--- src/rtl/adc_servo_pkg.sv ---
package adc_servo_pkg;

  typedef enum logic [2:0] {
    PH_IDLE,
    PH_SEEK,
    PH_SETTLE,
    PH_AVERAGE,
    PH_REPORT,
    PH_DONE
  } phase_t;

  typedef enum logic [1:0] {
    PC_WAIT,
    PC_REQ,
    PC_CONV
  } pace_t;

  localparam int unsigned SHORT_WINDOW = 8;
  localparam int unsigned LONG_WINDOW  = 16;

endpackage

--- src/rtl/adc_servo_pacer.sv ---
module adc_servo_pacer
  import adc_servo_pkg::*;
#(
  parameter int SETTLE_W = 10
) (
  input  logic                clk,
  input  logic                rst_n,
  input  logic                enable,
  input  logic [SETTLE_W-1:0] settle_cycles,
  input  logic                adc_valid,
  output logic                conv_req,
  output logic                conv_done
);

  pace_t               state;
  logic [SETTLE_W-1:0] wait_cnt;

  always_ff @(posedge clk or negedge rst_n) begin
    if (!rst_n) begin
      state    <= PC_WAIT;
      wait_cnt <= '0;
    end else if (!enable) begin
      state    <= PC_WAIT;
      wait_cnt <= '0;
    end else begin
      case (state)
        PC_WAIT: begin
          if (wait_cnt == settle_cycles) begin
            state    <= PC_REQ;
            wait_cnt <= '0;
          end else begin
            wait_cnt <= wait_cnt + 1'b1;
          end
        end
        PC_REQ:  state <= PC_CONV;
        PC_CONV: begin
          if (adc_valid) begin
            state    <= PC_WAIT;
            wait_cnt <= '0;
          end
        end
        default: state <= PC_WAIT;
      endcase
    end
  end

  assign conv_req  = enable && (state == PC_REQ);
  assign conv_done = enable && (state == PC_CONV) && adc_valid;

endmodule

--- src/rtl/adc_servo_stepper.sv ---
module adc_servo_stepper #(
  parameter int DAC_BITS = 12
) (
  input  logic                clk,
  input  logic                rst_n,
  input  logic                load,
  input  logic [DAC_BITS-1:0] load_word,
  input  logic                step,
  input  logic                up,
  output logic [DAC_BITS-1:0] dac_word,
  output logic                at_top
);

  logic at_bottom;

  assign at_top    = (dac_word == {DAC_BITS{1'b1}});
  assign at_bottom = (dac_word == '0);

  always_ff @(posedge clk or negedge rst_n) begin
    if (!rst_n) begin
      dac_word <= '0;
    end else if (load) begin
      dac_word <= load_word;
    end else if (step) begin
      if (up && !at_top)
        dac_word <= dac_word + 1'b1;
      else if (!up && !at_bottom)
        dac_word <= dac_word - 1'b1;
    end
  end

endmodule

--- src/rtl/adc_servo_accum.sv ---
module adc_servo_accum #(
  parameter int DAC_BITS = 12,
  parameter int CNT_W    = 12
) (
  input  logic                        clk,
  input  logic                        rst_n,
  input  logic                        clear,
  input  logic                        add,
  input  logic [DAC_BITS-1:0]         word,
  input  logic [CNT_W-1:0]            count,
  output logic [DAC_BITS+CNT_W-1:0]   value,
  output logic                        is_mean
);

  localparam int ACC_W = DAC_BITS + CNT_W;

  logic [ACC_W-1:0] sum;
  int unsigned      shift;

  always_ff @(posedge clk or negedge rst_n) begin
    if (!rst_n)
      sum <= '0;
    else if (clear)
      sum <= '0;
    else if (add)
      sum <= sum + ACC_W'(word);
  end

  always_comb begin
    shift = 0;
    for (int i = 0; i < CNT_W; i++)
      if (count[i]) shift = i;
  end

  assign is_mean = ($countones(count) == 1);
  assign value   = is_mean ? (sum >> shift) : sum;

endmodule

--- src/rtl/adc_edge_servo.sv ---
module adc_edge_servo
  import adc_servo_pkg::*;
#(
  parameter int ADC_BITS = 8,
  parameter int DAC_BITS = 12,
  parameter int CNT_W    = 12,
  parameter int SETTLE_W = 10
) (
  input  logic                        clk,
  input  logic                        rst_n,
  input  logic                        start,
  input  logic                        cfg_long_settle,
  input  logic [CNT_W-1:0]            cfg_avg_count,
  input  logic [SETTLE_W-1:0]         cfg_dac_settle,
  input  logic [DAC_BITS-1:0]         cfg_start_word,
  output logic [DAC_BITS-1:0]         dac_word,
  output logic                        conv_req,
  input  logic                        adc_valid,
  input  logic [ADC_BITS-1:0]         adc_code,
  output logic                        res_valid,
  input  logic                        res_ready,
  output logic [ADC_BITS-1:0]         res_code,
  output logic [DAC_BITS+CNT_W-1:0]   res_value,
  output logic [CNT_W-1:0]            res_count,
  output logic                        res_is_mean,
  output logic                        res_error,
  output logic                        busy,
  output logic                        done
);

  localparam logic [ADC_BITS-1:0] LAST_CODE  = {ADC_BITS{1'b1}};
  localparam logic [ADC_BITS-1:0] FIRST_CODE = ADC_BITS'(1);
  localparam logic [4:0] SHORT_LAST = 5'(SHORT_WINDOW - 1);
  localparam logic [4:0] LONG_LAST  = 5'(LONG_WINDOW - 1);

  phase_t              phase;
  logic [ADC_BITS-1:0] target;
  logic [4:0]          window_cnt;
  logic [CNT_W-1:0]    avg_cnt;
  logic                err_flag;
  logic                long_lat;
  logic [CNT_W-1:0]    m_lat;
  logic [SETTLE_W-1:0] dset_lat;

  logic start_go, loop_on, conv_done, below, at_top, accept;
  logic [4:0] window_last;

  assign start_go    = start && ((phase == PH_IDLE) || (phase == PH_DONE));
  assign loop_on     = (phase == PH_SEEK) || (phase == PH_SETTLE) || (phase == PH_AVERAGE);
  assign below       = (adc_code < target);
  assign accept      = (phase == PH_REPORT) && res_ready;
  assign window_last = long_lat ? LONG_LAST : SHORT_LAST;

  adc_servo_pacer #(.SETTLE_W(SETTLE_W)) u_pacer (
    .clk          (clk),
    .rst_n        (rst_n),
    .enable       (loop_on),
    .settle_cycles(dset_lat),
    .adc_valid    (adc_valid),
    .conv_req     (conv_req),
    .conv_done    (conv_done)
  );

  adc_servo_stepper #(.DAC_BITS(DAC_BITS)) u_stepper (
    .clk      (clk),
    .rst_n    (rst_n),
    .load     (start_go),
    .load_word(cfg_start_word),
    .step     (conv_done),
    .up       (below),
    .dac_word (dac_word),
    .at_top   (at_top)
  );

  adc_servo_accum #(.DAC_BITS(DAC_BITS), .CNT_W(CNT_W)) u_accum (
    .clk    (clk),
    .rst_n  (rst_n),
    .clear  (start_go || accept),
    .add    (conv_done && (phase == PH_AVERAGE)),
    .word   (dac_word),
    .count  (m_lat),
    .value  (res_value),
    .is_mean(res_is_mean)
  );

  always_ff @(posedge clk or negedge rst_n) begin
    if (!rst_n) begin
      phase      <= PH_IDLE;
      target     <= '0;
      window_cnt <= '0;
      avg_cnt    <= '0;
      err_flag   <= 1'b0;
      long_lat   <= 1'b0;
      m_lat      <= CNT_W'(1);
      dset_lat   <= '0;
    end else if (start_go) begin
      phase    <= PH_SEEK;
      target   <= FIRST_CODE;
      err_flag <= 1'b0;
      long_lat <= cfg_long_settle;
      m_lat    <= (cfg_avg_count == '0) ? CNT_W'(1) : cfg_avg_count;
      dset_lat <= cfg_dac_settle;
    end else begin
      case (phase)
        PH_SEEK: begin
          if (conv_done) begin
            if (!below) begin
              phase      <= PH_SETTLE;
              window_cnt <= '0;
            end else if (at_top) begin
              err_flag <= 1'b1;
              phase    <= PH_REPORT;
            end
          end
        end
        PH_SETTLE: begin
          if (conv_done) begin
            if (window_cnt == window_last) begin
              phase   <= PH_AVERAGE;
              avg_cnt <= '0;
            end else begin
              window_cnt <= window_cnt + 1'b1;
            end
          end
        end
        PH_AVERAGE: begin
          if (conv_done) begin
            if (avg_cnt == m_lat - 1'b1)
              phase <= PH_REPORT;
            else
              avg_cnt <= avg_cnt + 1'b1;
          end
        end
        PH_REPORT: begin
          if (res_ready) begin
            err_flag <= 1'b0;
            if (target == LAST_CODE) begin
              phase <= PH_DONE;
            end else begin
              target <= target + 1'b1;
              phase  <= PH_SEEK;
            end
          end
        end
        default: ;
      endcase
    end
  end

  assign res_valid = (phase == PH_REPORT);
  assign res_code  = target;
  assign res_count = m_lat;
  assign res_error = err_flag;
  assign busy      = loop_on || (phase == PH_REPORT);
  assign done      = (phase == PH_DONE);

endmodule

--- config.mk ---
export PLATFORM = sky130hd
export DESIGN_NAME = adc_edge_servo
export DESIGN_NICKNAME = d
export VERILOG_FILES = /design/src/rtl/adc_servo_pkg.sv /design/src/rtl/adc_servo_pacer.sv /design/src/rtl/adc_servo_stepper.sv /design/src/rtl/adc_servo_accum.sv /design/src/rtl/adc_edge_servo.sv
export SDC_FILE = /design/constraint.sdc
export NUM_CORES = 1
export LEC_CHECK = 0
export ABC_AREA = 1
export BUFFER_PORTS_ARGS = -buffer_cell sky130_fd_sc_hd__buf_2
export CELL_PAD_IN_SITES_DETAIL_PLACEMENT = 0
export CELL_PAD_IN_SITES_GLOBAL_PLACEMENT = 2
export CORE_MARGIN = 2
export CORE_UTILIZATION = 30
export DETAILED_ROUTE_END_ITERATION = 16
export GPL_ROUTABILITY_DRIVEN = 0
export HOLD_SLACK_MARGIN = 0.1
export PLACE_DENSITY = 0.79
export SYNTH_ARGS = -nofsm -noshare
export SYNTH_HDL_FRONTEND = slang
export SYNTH_SLANG_ARGS = --single-unit
--- constraint.sdc ---
create_clock -name clk -period 5.1 [get_ports clk]
set_input_delay 1.02 -clock clk [delete_from_list [all_inputs] [get_ports clk]]
set_output_delay 1.02 -clock clk [all_outputs]
set_load 0.02 [all_outputs]
==> flow_summary.yaml, run 1 <==
detailed_routing:
  drt_iter0_drc: 483
  vias: 8394
  ant_nets: 0
  post-route-drc-count: 0
  viasPerCell: 4.84
  drt_first_pass_iters: 4
  wl_per_cell_um: 15.0
  drt-total-wl_mm: 26.1
timing:
  slew-limit-headroom_pct: 49.1
  max_freq_ghz: 0.179
  fin_skew_ps: 9.55
  tightest_slew_ps: 757
  min_period_over_period_pct: 110
  period_minus_slack_ps: 5590
  setup_ws_ps: -490
  rsz0062_at_grt: "yes"
  finalSetupTns_ps: -10130
  hold_violations: 0
  finalSetupViolations: 25
  finalMaxSlewViolations: 0
floorplan:
  io_pins: 110
  num_rows: 61
  core_mm2: 0.0278
  start_util_pct: 30.4
  fp.dieH_um: 172
  die_area_mm2: 0.0295
  die_x_um: 172
setup_path:
  worstSetupEndpointType: "output port"
  cp_max_fo: 6
  cp-startpoint: "res_count[0]$_DFFE_PN1P_"
  path_class: "flip-flop to output port"
  r2r-start: "res_code[3]$_DFFE_PN0P_"
  arrival_ps: 4570
  cp-start-kind: "flip-flop"
  cp.required_ps: 4080
clock_tree:
  ctsLongestPathBuffers: 2
  clock_latency_ps: 360
  cts_made_buffers: 9
  htree_num_levels: 3
  cts_tree: "built"
  cts.sinks: 100
  cts.clk_slew.worst_paths_ps: 90
  cts_root_buf: "clkbuf_16"
global_routing:
  antenna_found_initial: 0
  grt_max_degree: 54
  gr-total-overflow: 0
  grt_first_pass_wirelength_mm: 43.0
  grtUsageTotal_pct: 18.3
  grt_pass1_vias: 8276
hold_path:
  hold_start: "dset_lat[5]$_DFFE_PN0P_"
  worstHoldPathType: "flip-flop to flip-flop"
yosys:
  synth_top_cell_area_share_pct: 29.3
  syn_avg_cell_area_um2: 6.87
  synth_top_area_cell: "dfrtp_1"
  synth_area_mm2: 0.00845
  synth_cells: 1229
  ys_top_cells_by_area: "dfrtp_1 29%, nand2_1 14%, nand3_1 12%"
  synth_seq_cells: 100
  synth_flop_cell: "dfrtp_1"
  ys_types: 49
  yosysWarnings: 0
  synth_edf_count: 0
  yosys-top-cells-count: "305 x nand2_1, 204 x nand3_1, 131 x inv_1, 99 x dfrtp_1, 78 x nor2_1"
  synth-async-reset-ratio_pct: 100
  yosysMostFrequentCell: "nand2_1"
  syn_nets: 1336
  ys_seq_area_share_pct: 29.6
layout:
  nets: 1460
  area_growth_pct: 22.8
  drive_gt1_share_pct: 20.0
  diodes: 0
outcome:
  outcome: "finished, violations left"
  violations: "setup timing"
place:
  portBuffers: 109
  place_ws_ps: -232
  place_hpwl_mm: 20.4
flow_run:
  drv_cap: 0
==> layout make-up <==
class / instances / area [µm²]
clock inverter: 7 / 70.1
sequential: 100 / 2500
inverter: 150 / 566
tap: 378 / 473
fill: 3073 / 17400
clock buffer: 9 / 225
timing repair buffer: 146 / 1010
multi-input combinational: 946 / 5530
==> timing repair <==
action,CTS,global route
endpoints found under the hold margin,0,0
endpoints found under the setup margin,25,25
pin swaps,17,4
hold buffers,0,0
gates cloned,1,0
setup buffers,6,2
gates resized for setup,63,13
==> through the flow <==
step                      utilization, %  area (µm²)  instances  hold WS, ps
after global routing                37.3       10400       1736          528
after global placement              35.0        9730       1712          485
after detailed placement            35.0        9730       1712          489
after CTS                           37.1       10300       1735          516
final                               37.3       10400       1736          511
after floorplan                        -        8640       1229          468
==> layout by cell type (no fill, tap or decap), types with 19 or more instances in the layout <==
master,synthesis,final
xor2_1,32,32
o21ai_0,76,69
nand3_2,0,30
buf_6,3,22
dfrtp_1,99,99
inv_1,131,129
buf_2,7,84
nor3_1,20,20
nor2_1,78,78
inv_2,17,19
xnor2_1,19,19
buf_4,2,37
ha_1,50,48
nand2_1,305,303
nand3_1,204,166
a21oi_1,51,50
==> sequential cells by signal (all words and copies together), names as in the netlist <==
name                count
avg_cnt                12
u_pacer.wait_cnt       10
res_count              12
u_accum.sum            24
res_code                8
u_pacer.state           2
long_lat                1
window_cnt              5
dset_lat               10
u_stepper.dac_word     12
phase                   3
res_error               1
==> per-layer routing <==
layer / track usage (%) / share of wire, %
met2: 29.1 / 44
met1: 26.0 / 51
met4: 5.59 / 1.9
met5: 0 / 0
met3: 2.32 / 3.4
==> cells by family (layout without fill, tap and decap cells) <==
kind of cell,after synthesis,after routing,share of synthesized area [%]
buf+inv,183,312,8.62
simple gates,665,665,35.6
xor+xnor,51,51,5.29
fa+ha+maj,59,59,9.54
flops,100,100,29.6
compound gates,171,171,11.3
==> worst max-delay path, cell delays in order (launching register included) <==
cell	delay, ps
dfstp_2	560
inv_2	50
ha_4	260
inv_2	30
fa_1	450
fa_1	490
inv_1	50
fa_1	490
ha_2	190
fa_1	400
nor2_1	120
nand3b_1	130
nor3_4	170
inv_2	110
a21oi_4	180
buf_12	140
buf_12	120
nand3_2	80
nand3_2	90
buf_6	110
==> final timing paths <==
path	slack [ps]	depth (start not counted)	to
max	-490	19	res_value[5]
min	510	2	dset_lat[5]$_DFFE_PN0P_
max reg2reg	1790	20	u_stepper.dac_word[9]$_DFFE_PN0P_
min reg2reg	510	2	dset_lat[5]$_DFFE_PN0P_
max in group asynchronous	3570	2	u_accum.sum[4]$_DFFE_PN0P_
min in group asynchronous	520	1	u_pacer.wait_cnt[4]$_DFFE_PN0P_
Power of run 1 is left out: the tool's default activity adds up to more than one toggle a clock period on the data nets, which glitch-free logic cannot reach.
==> inputs of run 2 (changes only) <==
- BUFFER_PORTS_ARGS: -buffer_cell sky130_fd_sc_hd__buf_2 -> -buffer_cell sky130_fd_sc_hd__clkbuf_2
- CORE_MARGIN: 2 -> 4
- MAX_ROUTING_LAYER: not set -> met4
==> run 2 against run 1 <==
The flow still finishes with violations (setup timing); sequential share of layout area decreased by 0.22 points; wire length is 2.1% higher; global-route usage shrank 0.34 points; worst setup slack got worse by 30 ps; core utilization up 0.35 points; hold slack got worse by 5.2 ps; register-to-register slack got worse by 70 ps; critical path depth is the same; non-clock buffer count unchanged; clock-buffer cell count unchanged; clock skew up 2.3 ps.
==> flow_summary.yaml, run 2 (synthesized netlist as in run 1, its figures left out) <==
global_routing:
  grt_pass1_vias: 8358
  grt_first_pass_wirelength_mm: 44.4
  met1_usage_pct: 25.1
  use_met3_pct: 2.50
  grtUsageTotal_pct: 18.0
  grt_most_used_layer: "met2"
  antenna_found_initial: 1
  use_met2_pct: 27.4
  grt_max_degree: 69
  gr-total-overflow: 0
setup_path:
  cp-startpoint: "res_count[0]$_DFFE_PN1P_"
  worstSetupEndpointType: "output port"
  cp.required_ps: 4080
  regToRegSetupSlack_ps: 1720
  cp_max_fo: 6
  arrival_ps: 4600
  reg2regPathDepth: 20
  reg2reg_to: "u_stepper.dac_word[9]$_DFFE_PN0P_"
  r2r-start: "res_code[3]$_DFFE_PN0P_"
  cp-start-kind: "flip-flop"
  crit_end: "res_value[3]"
  path_class: "flip-flop to output port"
floorplan:
  die_x_um: 176
  fp.dieH_um: 176
  core_mm2: 0.0278
  num_rows: 61
  die_area_mm2: 0.0309
  io_pins: 110
  start_util_pct: 30.4
outcome:
  outcome: "finished, violations left"
  violations: "setup timing"
detailed_routing:
  vias: 8482
  drt_iter0_drc: 600
  ant_nets: 0
  drt-total-wl_mm: 26.7
  viasPerCell: 4.88
  post-route-drc-count: 0
  drt_first_pass_iters: 5
  wl_per_cell_um: 15.3
timing:
  fin_skew_ps: 11.9
  tightest_slew_ps: 944
  period_minus_slack_ps: 5620
  slew-limit-headroom_pct: 37.1
  max_freq_ghz: 0.178
  whs_ps: 506
  hold_violations: 0
  rsz0062_at_grt: "yes"
  finalSetupViolations: 25
  setup_ws_ps: -520
  min_period_over_period_pct: 110
  finalMaxSlewViolations: 0
layout:
  area_growth_pct: 23.9
  nets: 1460
  drive_gt1_share_pct: 19.7
  largest_register: "u_accum.sum"
  largest_reg_flops: 24
  layout_common_cells: "301 x nand2_1, 173 x nand3_1, 128 x inv_1"
  final_common_cell: "nand2_1"
  final_cells: 1737
clock_tree:
  hold_buffers: 0
  cts_tree: "built"
  cts.clk_slew.worst_paths_ps: 80
  ctsLongestPathBuffers: 2
  clock_latency_ps: 370
  htree_num_levels: 3
  cts_root_buf: "clkbuf_16"
  cts.sinks: 100
  cts_made_buffers: 9
hold_path:
  worstHoldPathType: "flip-flop to flip-flop"
place:
  portBuffers: 109
  place_hpwl_mm: 20.5
  place_inst: 1709
flow_run:
  drv_cap: 0
## run 2: metrics by stage
step / setup WS, ps / utilization, % / cell area, µm² / setup TNS (ps)
after detailed placement: -249 / 34.9 / 9700 / -4560
after global placement: -152 / 34.9 / 9700 / -2650
after CTS: -550 / 37.3 / 10400 / -11740
after global routing: -737 / 37.7 / 10500 / -15810
after floorplan: -455 / - / 8640 / -10170
final: -520 / 37.7 / 10500 / -10810
## run 2: repair_timing
item	CTS	global route
setup endpoints to repair	25	25
gates cloned	1	0
pin swaps	8	5
setup buffers	9	1
gates resized for setup	67	30
## run 2: worst min path at each step
stage	slack (ps)	end	from	cells past startpoint
after global routing	540	dset_lat[5]$_DFFE_PN0P_	dset_lat[5]$_DFFE_PN0P_	2
after global placement	490	dset_lat[8]$_DFFE_PN0P_	dset_lat[8]$_DFFE_PN0P_	2
after floorplan	470	dset_lat[8]$_DFFE_PN0P_	dset_lat[8]$_DFFE_PN0P_	2
after CTS	510	dset_lat[8]$_DFFE_PN0P_	dset_lat[8]$_DFFE_PN0P_	2
after detailed placement	490	dset_lat[4]$_DFFE_PN0P_	dset_lat[4]$_DFFE_PN0P_	2
final	510	dset_lat[4]$_DFFE_PN0P_	dset_lat[4]$_DFFE_PN0P_	2
## run 2: area by class of cell
cell class	instances	area, µm²
antenna	1	2.50
sequential	100	2500
multi-input combinational	946	5510
timing repair buffer	146	1130
clock inverter	7	57.6
clock buffer	9	225
tap	378	473
inverter	150	566
fill	3064	17300
## run 2: critical path, stage by stage, from the launching register on
cell,delay (ps)
dfstp_2,540
inv_2,50
ha_4,260
inv_2,30
fa_1,450
fa_1,510
inv_2,40
fa_1,500
ha_2,190
fa_1,400
nor2_1,100
nand3b_1,120
nor3_4,170
inv_2,100
a21oi_4,200
buf_12,140
buf_12,110
nand3_1,90
nand3_2,90
clkbuf_8,140
## run 2: metal layers
metal	part of all wire, %	vias to the layer above	wire length (µm)
met5	0	-	0
met4	1.6	0	423
met3	4.0	22	1080
met2	45	182	12000
met1	49	3938	13200
li1	-	4340	-
Power of run 2 is left out for the same reason.
